## src/rtl/tick_timer_pkg.sv

```systemverilog
package tick_timer_pkg;

  typedef enum logic [1:0] {
    EN_OFF    = 2'b00,
    EN_ONCE   = 2'b01,
    EN_CONT   = 2'b10,
    EN_RELOAD = 2'b11
  } enMode_e;

  localparam logic [1:0] ADDR_COUNT  = 2'd0;
  localparam logic [1:0] ADDR_PERIOD = 2'd1;
  localparam logic [1:0] ADDR_RELOAD = 2'd2;
  localparam logic [1:0] ADDR_CTRL   = 2'd3;

  localparam int CTL_W           = 8;
  localparam int CTL_SRC_BIT     = 2;
  localparam int CTL_PW_LSB      = 3;
  localparam int PW_W            = 2;
  localparam int CTL_TOGGLE_BIT  = 5;
  localparam int CTL_INV_BIT     = 6;
  localparam int CTL_SWRST_BIT   = 7;

  typedef struct packed {
    enMode_e          mode;
    logic             extSrc;
    logic [PW_W-1:0]  pulseWidth;
    logic             toggleMode;
    logic             invert;
  } timerCfg_t;

  typedef struct packed {
    logic cntInc;
    logic cntLoad;
    logic cntClear;
    logic prdLoad;
    logic relLoad;
    logic reloadArm;
  } dpStrobe_t;

endpackage

```

## src/rtl/tick_timer_srcsync.sv

```systemverilog
module tick_timer_srcsync #(
  parameter int SYNC_STAGES = 2
) (
  input  logic clk,
  input  logic rstN,
  input  logic pinIn,
  output logic riseOut
);
  localparam int LAST = SYNC_STAGES - 1;

  logic syncQ [SYNC_STAGES];
  logic lastQ;

  genvar g;
  for (g = 0; g < SYNC_STAGES; g++) begin : g_stage
    if (g == 0) begin : g_first
      always_ff @(posedge clk or negedge rstN) begin
        if (!rstN) syncQ[g] <= 1'b0;
        else       syncQ[g] <= pinIn;
      end
    end else begin : g_next
      always_ff @(posedge clk or negedge rstN) begin
        if (!rstN) syncQ[g] <= 1'b0;
        else       syncQ[g] <= syncQ[g-1];
      end
    end
  end

  always_ff @(posedge clk or negedge rstN) begin
    if (!rstN) lastQ <= 1'b0;
    else       lastQ <= syncQ[LAST];
  end

  assign riseOut = syncQ[LAST] & ~lastQ;
endmodule

```

## src/rtl/tick_timer_ctrl.sv

```systemverilog
module tick_timer_ctrl
  import tick_timer_pkg::*;
(
  input  logic             clk,
  input  logic             rstN,
  input  logic             tickIn,
  input  logic             extRise,
  input  logic             wrEn,
  input  logic [1:0]       wrAddr,
  input  logic [CTL_W-1:0] ctlData,
  input  logic             hit,
  output timerCfg_t        cfg,
  output dpStrobe_t        strb,
  output logic             swReset,
  output logic             dmaStrobe
);
  logic ctrlWr;
  logic tickQual;
  logic running;

  always_comb begin
    ctrlWr   = wrEn && (wrAddr == ADDR_CTRL);
    swReset  = ctrlWr && ctlData[CTL_SWRST_BIT];
    tickQual = cfg.extSrc ? extRise : tickIn;
    running  = (cfg.mode != EN_OFF);

    strb.cntLoad   = wrEn && (wrAddr == ADDR_COUNT);
    strb.cntClear  = swReset;
    strb.cntInc    = running && tickQual && !strb.cntLoad && !swReset;
    strb.prdLoad   = wrEn && (wrAddr == ADDR_PERIOD);
    strb.relLoad   = wrEn && (wrAddr == ADDR_RELOAD);
    strb.reloadArm = (cfg.mode == EN_RELOAD);
  end

  always_ff @(posedge clk or negedge rstN) begin
    if (!rstN) begin
      cfg <= '{mode: EN_OFF, extSrc: 1'b0, pulseWidth: '0, toggleMode: 1'b0, invert: 1'b0};
    end else if (ctrlWr) begin
      cfg.mode       <= enMode_e'(ctlData[1:0]);
      cfg.extSrc     <= ctlData[CTL_SRC_BIT];
      cfg.pulseWidth <= ctlData[CTL_PW_LSB +: PW_W];
      cfg.toggleMode <= ctlData[CTL_TOGGLE_BIT];
      cfg.invert     <= ctlData[CTL_INV_BIT];
    end else if (hit && (cfg.mode == EN_ONCE)) begin
      cfg.mode <= EN_OFF;
    end
  end

  always_ff @(posedge clk or negedge rstN) begin
    if (!rstN) dmaStrobe <= 1'b0;
    else       dmaStrobe <= hit;
  end
endmodule

```

## src/rtl/tick_timer_dp.sv

```systemverilog
module tick_timer_dp
  import tick_timer_pkg::*;
#(
  parameter int CNT_W = 32
) (
  input  logic             clk,
  input  logic             rstN,
  input  dpStrobe_t        strb,
  input  logic [CNT_W-1:0] wrData,
  output logic [CNT_W-1:0] countVal,
  output logic [CNT_W-1:0] periodVal,
  output logic             hit,
  output logic             irqStrobe
);
  localparam logic [CNT_W-1:0] STEP = CNT_W'(1);

  logic [CNT_W-1:0] count;
  logic [CNT_W-1:0] period;
  logic [CNT_W-1:0] reload;
  logic             wrapPending;
  logic [CNT_W-1:0] nextCount;

  always_comb begin
    nextCount = wrapPending ? '0 : (count + STEP);
    hit       = strb.cntInc && (nextCount == period);
  end

  always_ff @(posedge clk or negedge rstN) begin
    if (!rstN) begin
      count       <= '0;
      wrapPending <= 1'b0;
    end else if (strb.cntClear) begin
      count       <= '0;
      wrapPending <= 1'b0;
    end else if (strb.cntLoad) begin
      count       <= wrData;
      wrapPending <= 1'b0;
    end else if (strb.cntInc) begin
      count       <= nextCount;
      wrapPending <= hit;
    end
  end

  always_ff @(posedge clk or negedge rstN) begin
    if (!rstN)                         period <= '0;
    else if (strb.prdLoad)             period <= wrData;
    else if (hit && strb.reloadArm)    period <= reload;
  end

  always_ff @(posedge clk or negedge rstN) begin
    if (!rstN)             reload <= '0;
    else if (strb.relLoad) reload <= wrData;
  end

  always_ff @(posedge clk or negedge rstN) begin
    if (!rstN) irqStrobe <= 1'b0;
    else       irqStrobe <= hit;
  end

  assign countVal  = count;
  assign periodVal = period;
endmodule

```

## src/rtl/tick_timer_outgen.sv

```systemverilog
module tick_timer_outgen
  import tick_timer_pkg::*;
(
  input  logic      clk,
  input  logic      rstN,
  input  timerCfg_t cfg,
  input  logic      hit,
  input  logic      swReset,
  output logic      genOut,
  output logic      pinOut
);
  logic [PW_W-1:0] widthLeft;

  always_ff @(posedge clk or negedge rstN) begin
    if (!rstN) begin
      genOut    <= 1'b0;
      widthLeft <= '0;
    end else if (swReset) begin
      genOut    <= 1'b0;
      widthLeft <= '0;
    end else if (hit) begin
      if (cfg.toggleMode) begin
        genOut <= ~genOut;
      end else begin
        genOut    <= 1'b1;
        widthLeft <= cfg.pulseWidth;
      end
    end else if (!cfg.toggleMode && genOut) begin
      if (widthLeft == '0) genOut    <= 1'b0;
      else                 widthLeft <= widthLeft - 1'b1;
    end
  end

  assign pinOut = genOut ^ cfg.invert;
endmodule

```

## src/rtl/tick_timer.sv

```systemverilog
module tick_timer
  import tick_timer_pkg::*;
#(
  parameter int CNT_W       = 32,
  parameter int SYNC_STAGES = 2
) (
  input  logic             clk,
  input  logic             rstN,
  input  logic             tickIn,
  input  logic             extIn,
  input  logic             wrEn,
  input  logic [1:0]       wrAddr,
  input  logic [CNT_W-1:0] wrData,
  output logic [CNT_W-1:0] countVal,
  output logic [CNT_W-1:0] periodVal,
  output logic             timerOut,
  output logic             statusOut,
  output logic             irqStrobe,
  output logic             dmaStrobe
);
  timerCfg_t cfg;
  dpStrobe_t strb;
  logic      extRise;
  logic      hit;
  logic      swReset;

  tick_timer_srcsync #(.SYNC_STAGES(SYNC_STAGES)) sync_i (
    .clk(clk), .rstN(rstN), .pinIn(extIn), .riseOut(extRise)
  );

  tick_timer_ctrl ctrl_i (
    .clk(clk), .rstN(rstN), .tickIn(tickIn), .extRise(extRise),
    .wrEn(wrEn), .wrAddr(wrAddr), .ctlData(wrData[CTL_W-1:0]),
    .hit(hit), .cfg(cfg), .strb(strb), .swReset(swReset), .dmaStrobe(dmaStrobe)
  );

  tick_timer_dp #(.CNT_W(CNT_W)) dp_i (
    .clk(clk), .rstN(rstN), .strb(strb), .wrData(wrData),
    .countVal(countVal), .periodVal(periodVal), .hit(hit), .irqStrobe(irqStrobe)
  );

  tick_timer_outgen outgen_i (
    .clk(clk), .rstN(rstN), .cfg(cfg), .hit(hit), .swReset(swReset),
    .genOut(statusOut), .pinOut(timerOut)
  );
endmodule

```

## config.mk

```make
export PLATFORM = sky130hd
export DESIGN_NAME = tick_timer
export DESIGN_NICKNAME = d
export VERILOG_FILES = /design/src/rtl/tick_timer_pkg.sv /design/src/rtl/tick_timer_srcsync.sv /design/src/rtl/tick_timer_ctrl.sv /design/src/rtl/tick_timer_dp.sv /design/src/rtl/tick_timer_outgen.sv /design/src/rtl/tick_timer.sv
export SDC_FILE = /design/constraint.sdc
export NUM_CORES = 1
export LEC_CHECK = 0
export BUFFER_PORTS_ARGS = -buffer_cell sky130_fd_sc_hd__buf_2
export CAP_MARGIN = 20
export CORE_ASPECT_RATIO = 0.75
export CORE_UTILIZATION = 52
export CTS_BUF_LIST = sky130_fd_sc_hd__clkbuf_4
export CTS_CLUSTER_SIZE = 30
export DETAILED_ROUTE_END_ITERATION = 10
export HOLD_SLACK_MARGIN = 0.02
export PLACE_DENSITY = 0.74
export SYNTH_ARGS = -nofsm -noshare
export SYNTH_HDL_FRONTEND = slang
export SYNTH_SLANG_ARGS = --single-unit
```

## constraint.sdc

```tcl
create_clock -name clk -period 4.5 [get_ports clk]
set_clock_uncertainty 0.05 [all_clocks]
set_input_delay 0 -clock clk [delete_from_list [all_inputs] [get_ports clk]]
set_output_delay 0 -clock clk [all_outputs]
set_load 0.1 [all_outputs]
```

======== After elaboration in Yosys (flattened, before gate mapping) ========
Cells that the tools add are included.
cells by class
  multiplexer cells ....................... 22
  reduce and logical (&&, ||, !) cells .... 25
  equal/unequal tests ..................... 8
  add/subtract/negate cells ............... 2
  bitwise gates (word level) .............. 4
operator list
  cell                                                                 number
  32-bit 2-to-1 mux                                                    6
  32-bit by 1-bit adder with 32-bit output (second input constant)     1
  32-bit == test                                                       1
  2-bit 2-to-1 mux                                                     7
  1-bit logical AND                                                    12
  1-bit 2-to-1 mux                                                     9
  3-bit nonzero test                                                   3
  2-bit == test (second input constant)                                3
  3-bit inequality test (second input constant)                        2
  2-bit nonzero test                                                   3
  2-bit by 1-bit == test with 1-bit output (second input constant)     2
  2-bit zero test                                                      2
  1-bit zero test                                                      3
  3-bit AND reduction                                                  1
  1-bit NOT                                                            2
  2-bit AND reduction                                                  1
  2-bit by 1-bit subtractor with 2-bit output (second input constant)  1
  1-bit AND                                                            1
  1-bit bitwise XOR                                                    1
storage, ports and cells
  word-level logic and storage cells ...... 76
  input bits .............................. 39
  flip-flop bits (word level) ............. 111
  output and inout port bits .............. 68

======== Logic depth before layout (Yosys ltp) ========
  depth in word-level cells ............... 10
  gate-level depth with buffers ........... 14
  gate-level depth less buffers ........... 11

======== Cells and area by module ========
A second synthesis with hierarchy kept.
unflattened totals
  cell total of the unflattened synthesis .. 814
  area, all modules ....................... 7,195.7 µm²
by module, submodules not included
  module              instances  seq. area each (µm²)  area each (µm²)  cells an instance
  tick_timer_dp       1          2,452.4               6,521.3          746
  tick_timer_ctrl     1          200.2                 380.4            43
  tick_timer_outgen   1          75.1                  205.2            21
  tick_timer_srcsync  1          75.1                  88.8             4

======== Worst setup path before layout ========
Ideal clock, no wire load.
  kind .................................... flip-flop to flip-flop
  start point ............................. reg dp_i.count[1], in the netlist dp_i.countVal[1]
  end point ............................... reg dp_i.period[23], in the netlist dp_i.periodVal[23]
  data arrival time ....................... 4.478 ns
  path buffers ............................ 3
  setup slack ............................. -0.165 ns
  data required time ...................... 4.313 ns
  setup time .............................. 0.137 ns
  period minus slack after synthesis ...... 4.665 ns
  cell stages (with the launch flop) ...... 15
  cells stage by stage .................... dfrtp_1 ha_1 nand3_2 or4_1 buf_2 buf_6 or4_1 a21oi_1 xor2_1 a2111oi_0 nand4_1 nor3_4 buf_6 mux2i_1 a21oi_1
between the ends
  cells in the longest elaborated chain, start to end .. 6
RTL lines
  what                                      RTL line             RTL
  from (decl)                               tick_timer_dp.sv:17  logic [CNT_W-1:0] count;
  from (signal assigned)                    tick_timer_dp.sv:36  count <= wrData;
  from (signal assigned)                    tick_timer_dp.sv:39  count <= nextCount;
  32-bit by 1-bit adder with 32-bit output  tick_timer_dp.sv:24  nextCount = wrapPending ? '0 : (count + STEP);
  32-bit 2-to-1 mux                         tick_timer_dp.sv:24
  32-bit == test                            tick_timer_dp.sv:25  hit = strb.cntInc && (nextCount == period);
  1-bit logical AND                         tick_timer_dp.sv:25
  1-bit logical AND                         tick_timer_dp.sv:47  else if (hit && strb.reloadArm) period <= reload;
  2-bit nonzero test (no line)              --
  to (signal assigned)                      tick_timer_dp.sv:46  else if (strb.prdLoad) period <= wrData;
  to (signal assigned)                      tick_timer_dp.sv:47
  to (decl)                                 tick_timer_dp.sv:18  logic [CNT_W-1:0] period;
No other way between the ends.
A chain may end at the register's enable or synchronous reset.

======== Final worst setup path ========
  start point ............................. reg dp_i.count[14], in the netlist dp_i.countVal[14]
  end point ............................... reg dp_i.period[24], in the netlist dp_i.periodVal[24]
Same word-level chain as after synthesis.

==> results.md <==
- Run status: finished clean
- Fmax: around 240 MHz
- Area added between synthesis and finish: 19.0%
- Tot GR Track Use: a little under a third
- DRC errors left: 0
- Final net count: 879
- Ports: around 110
- Iteration-0 DRC Markers: 486
- Final setup viols: 0
- Layout cells sized above 1: 24.0%
- Crit Path Category: flop to flop
- Die height: 99.1 um
- Critical path required time: 4.82 ns
- Tmin final: 4.24 ns
- CP startpoint kind: flop
- WL/cell: 19.1 um
- Async SR Flop Fraction: 100%
- Max_slew headroom: 48.1%
- Post-synthesis area per instance: roughly 9.2 um^2
- H-Tree Depth: 3
- Detail Route Antenna Nets: 0
- RSZ-0062 raised after global routing: no
- Post-synth EDFFs: 0
- Vias in the first global route: 5756
- Via density: approximately 6.1
- Leak pwr: 0.00321 uW
- Final hold vios: 0
- Dpl ws: -0.00948 ns
- Max-cap violations: 0
- Hold crit path type: input pin to flop
- Core ar.: between 0.01 and 0.015 mm^2
- TritonCTS clock tree: done
- Antenna violations before repair: 0
- DR pass1 iterations: 5
- N_diodes: 0
- CTS Sinks: 111
- Post-Synthesis Cells: 712
- Yosys cell types: 65
- Grt total ovfl: 0
- Finished Layout Cells: 1009
- Port bufs: around 110
- Total power: 3870 uW
- Critical Path End Type: flop
- DP HPWL: about 14000 um
- GPL Wtd Cong: 0.941
- Placed cell count: 952
- Total wire length: 19300 um
- Crit share post-route: a little over nine tenths
- Hold path cells: 4
- CTS Buf Count: 9
- Measured slew at the worst slew-check pin: 0.778 ns
- Worst IR Drop VDD: 0.310 mV
- Root Driver: clkbuf_4
- Main synth FF type: dfrtp_1
- Final worst setup slack: 0.255 ns
- Setup TNS: 0 ns
- FF-to-FF path depth: 11
- Synth Cell Area: 0.00654 mm^2
- Initial Util: 53.3%
- Syn. warnings: 0
- Crit path DAT: 4.56 ns
- Critical Path Fanout Max: 16
- Cell Rows: 35
- Flops & latches, synth: roughly 110
- Largest net degree at the start of global routing: between 60 and 70
- Detailed-route via count: 6199
- Seq/Total Area, Yosys: 42.5%
- Die footprint: 0.0130 mm^2
- Power Density: 497 mW/mm^2
- Global-route wire length before repair: 30900 um
- Clock slew at reported path FFs: 0.16 ns
- Maximum clock path buffer count: 2
- Syn nets: 753
- Final Max Slew Viols: 0
- Clk_lat worst skew: 0.47 ns
- Die W: 132 um
-- Yosys cell counts (17+ instances only) --
| library cell | count | area (um^2) |
|---|---|---|
| dfrtp_1 | 111 | 2780 |
| nor2_1 | 79 | 297 |
| a21oi_1 | 61 | 305 |
| nand2_1 | 51 | 191 |
| mux2i_1 | 42 | 420 |
| clkbuf_1 | 38 | 143 |
| o21ai_0 | 34 | 170 |
| mux2_2 | 32 | 360 |
| nor3_1 | 32 | 160 |
| nand4_1 | 19 | 119 |
| or4_1 | 18 | 135 |
| xor2_1 | 18 | 158 |
| nand3_1 | 17 | 85.1 |
-- metal layers --
metal	up-vias	share of wire (%)	GRT usage [%]
met5	-	0	0
met4	0	1.6	8.32
met3	28	8.3	6.63
met2	250	44	45.3
met1	3032	46	44.5
li1	2889	-	-
-- layout make-up --
cell class / instances / area, um^2
clock inverters: 5 / 26.3
clock buffers: 11 / 82.6
repair buffers: 170 / 1150
well taps: 166 / 208
inverters: 10 / 37.5
fillers: 1044 / 4480
multi-input cells: 536 / 3490
flip-flops and latches: 111 / 2790
-- power breakdown --
group / total [uW] / switching, uW / internal [uW]
registers: 1450 / 268 / 1180
logic: 1970 / 1460 / 511
clock network: 447 / 324 / 123
-- per-stage QoR --
step	hold slack (ns)	utilization, %	area, um^2
floorplan	-0.346	-	6550
global placement	0.0581	59.0	7230
detailed placement	0.0593	59.1	7240
CTS	0.0206	63.1	7740
global route	0.0765	63.5	7790
finish	0.0499	63.5	7790
-- cells in the final DEF (no fill, tap or decap), types with 3 or more instances in the layout --
master         instances
buf_2                105
dfrtp_1              102
nor2_1                78
a21oi_1               61
nand2_1               51
mux2i_1               42
dlygate4sd3_1         38
o21ai_0               34
nor3_1                32
mux2_2                32
buf_4                 24
nand4_1               19
xor2_1                18
nand3_1               17
or4_1                 17
or3_1                 13
a211oi_1              13
a221oi_1              11
clkbuf_4              11
inv_1                 10
xnor2_1               10
dfrtp_2                9
o31ai_1                8
o211ai_1               7
nor4_1                 6
nand2b_1               5
nor2b_1                4
a31oi_1                3
o41ai_1                3
and4_1                 3
or2_2                  3
o211a_1                3
-- critical path: stages (launching register included) --
cell and delay [ns]:
dfrtp_1 0.51, nand4_1 0.28, or4_1 0.65, or3_1 0.51
mux2i_1 0.15, o32ai_1 0.30, nand3_1 0.16, or4b_4 0.61
nor3_4 0.24, buf_4 0.34, mux2i_1 0.25, a21oi_1 0.09
-- sequential cells by signal, summed over array words and instances (netlist names) --
name / cells
outgen_i.widthLeft: 2
outgen_i.genOut: 1
ctrl_i.cfg: 7
dp_i.periodVal: 32
dp_i.countVal: 32
sync_i.lastQ: 1
dp_i.irqStrobe: 1
dp_i.reload: 32
dp_i.wrapPending: 1
sync_i.syncQ: 2
-- cells by family after synthesis --
kind of cell	synth area share, %
flops	42.5
compound gates	16.6
fa+ha+maj	0.382
buf+inv	4.38
simple gates	20.5
mux	11.9
xor+xnor	3.75
-- final timing paths --
path | slack (ns) | to | from
setup / recovery | 0.26 | dp_i.periodVal[24] | dp_i.countVal[14]
hold / removal | 0.05 | dp_i.periodVal[7] | wrAddr[0]
setup reg to reg | 0.26 | dp_i.periodVal[24] | dp_i.countVal[14]
hold reg to reg | 0.33 | sync_i.syncQ[0] | sync_i.syncQ[1]
max in group asynchronous | 3.17 | dp_i.countVal[1] | rstN
min in group asynchronous | 0.07 | dp_i.reload[4] | rstN
-- what timing repair did --
| action | 4_1_cts | 5_1_grt |
|---|---|---|
| gates cloned | 0 | 0 |
| endpoints found under the setup margin | 3 | 16 |
| pin swaps | 0 | 1 |
| endpoints found under the hold margin | 164 | 0 |
| hold buffers | 38 | 0 |
| setup buffers | 0 | 2 |
| resized for setup | 1 | 1 |
Note: power is estimated with default switching activity, not from simulation.
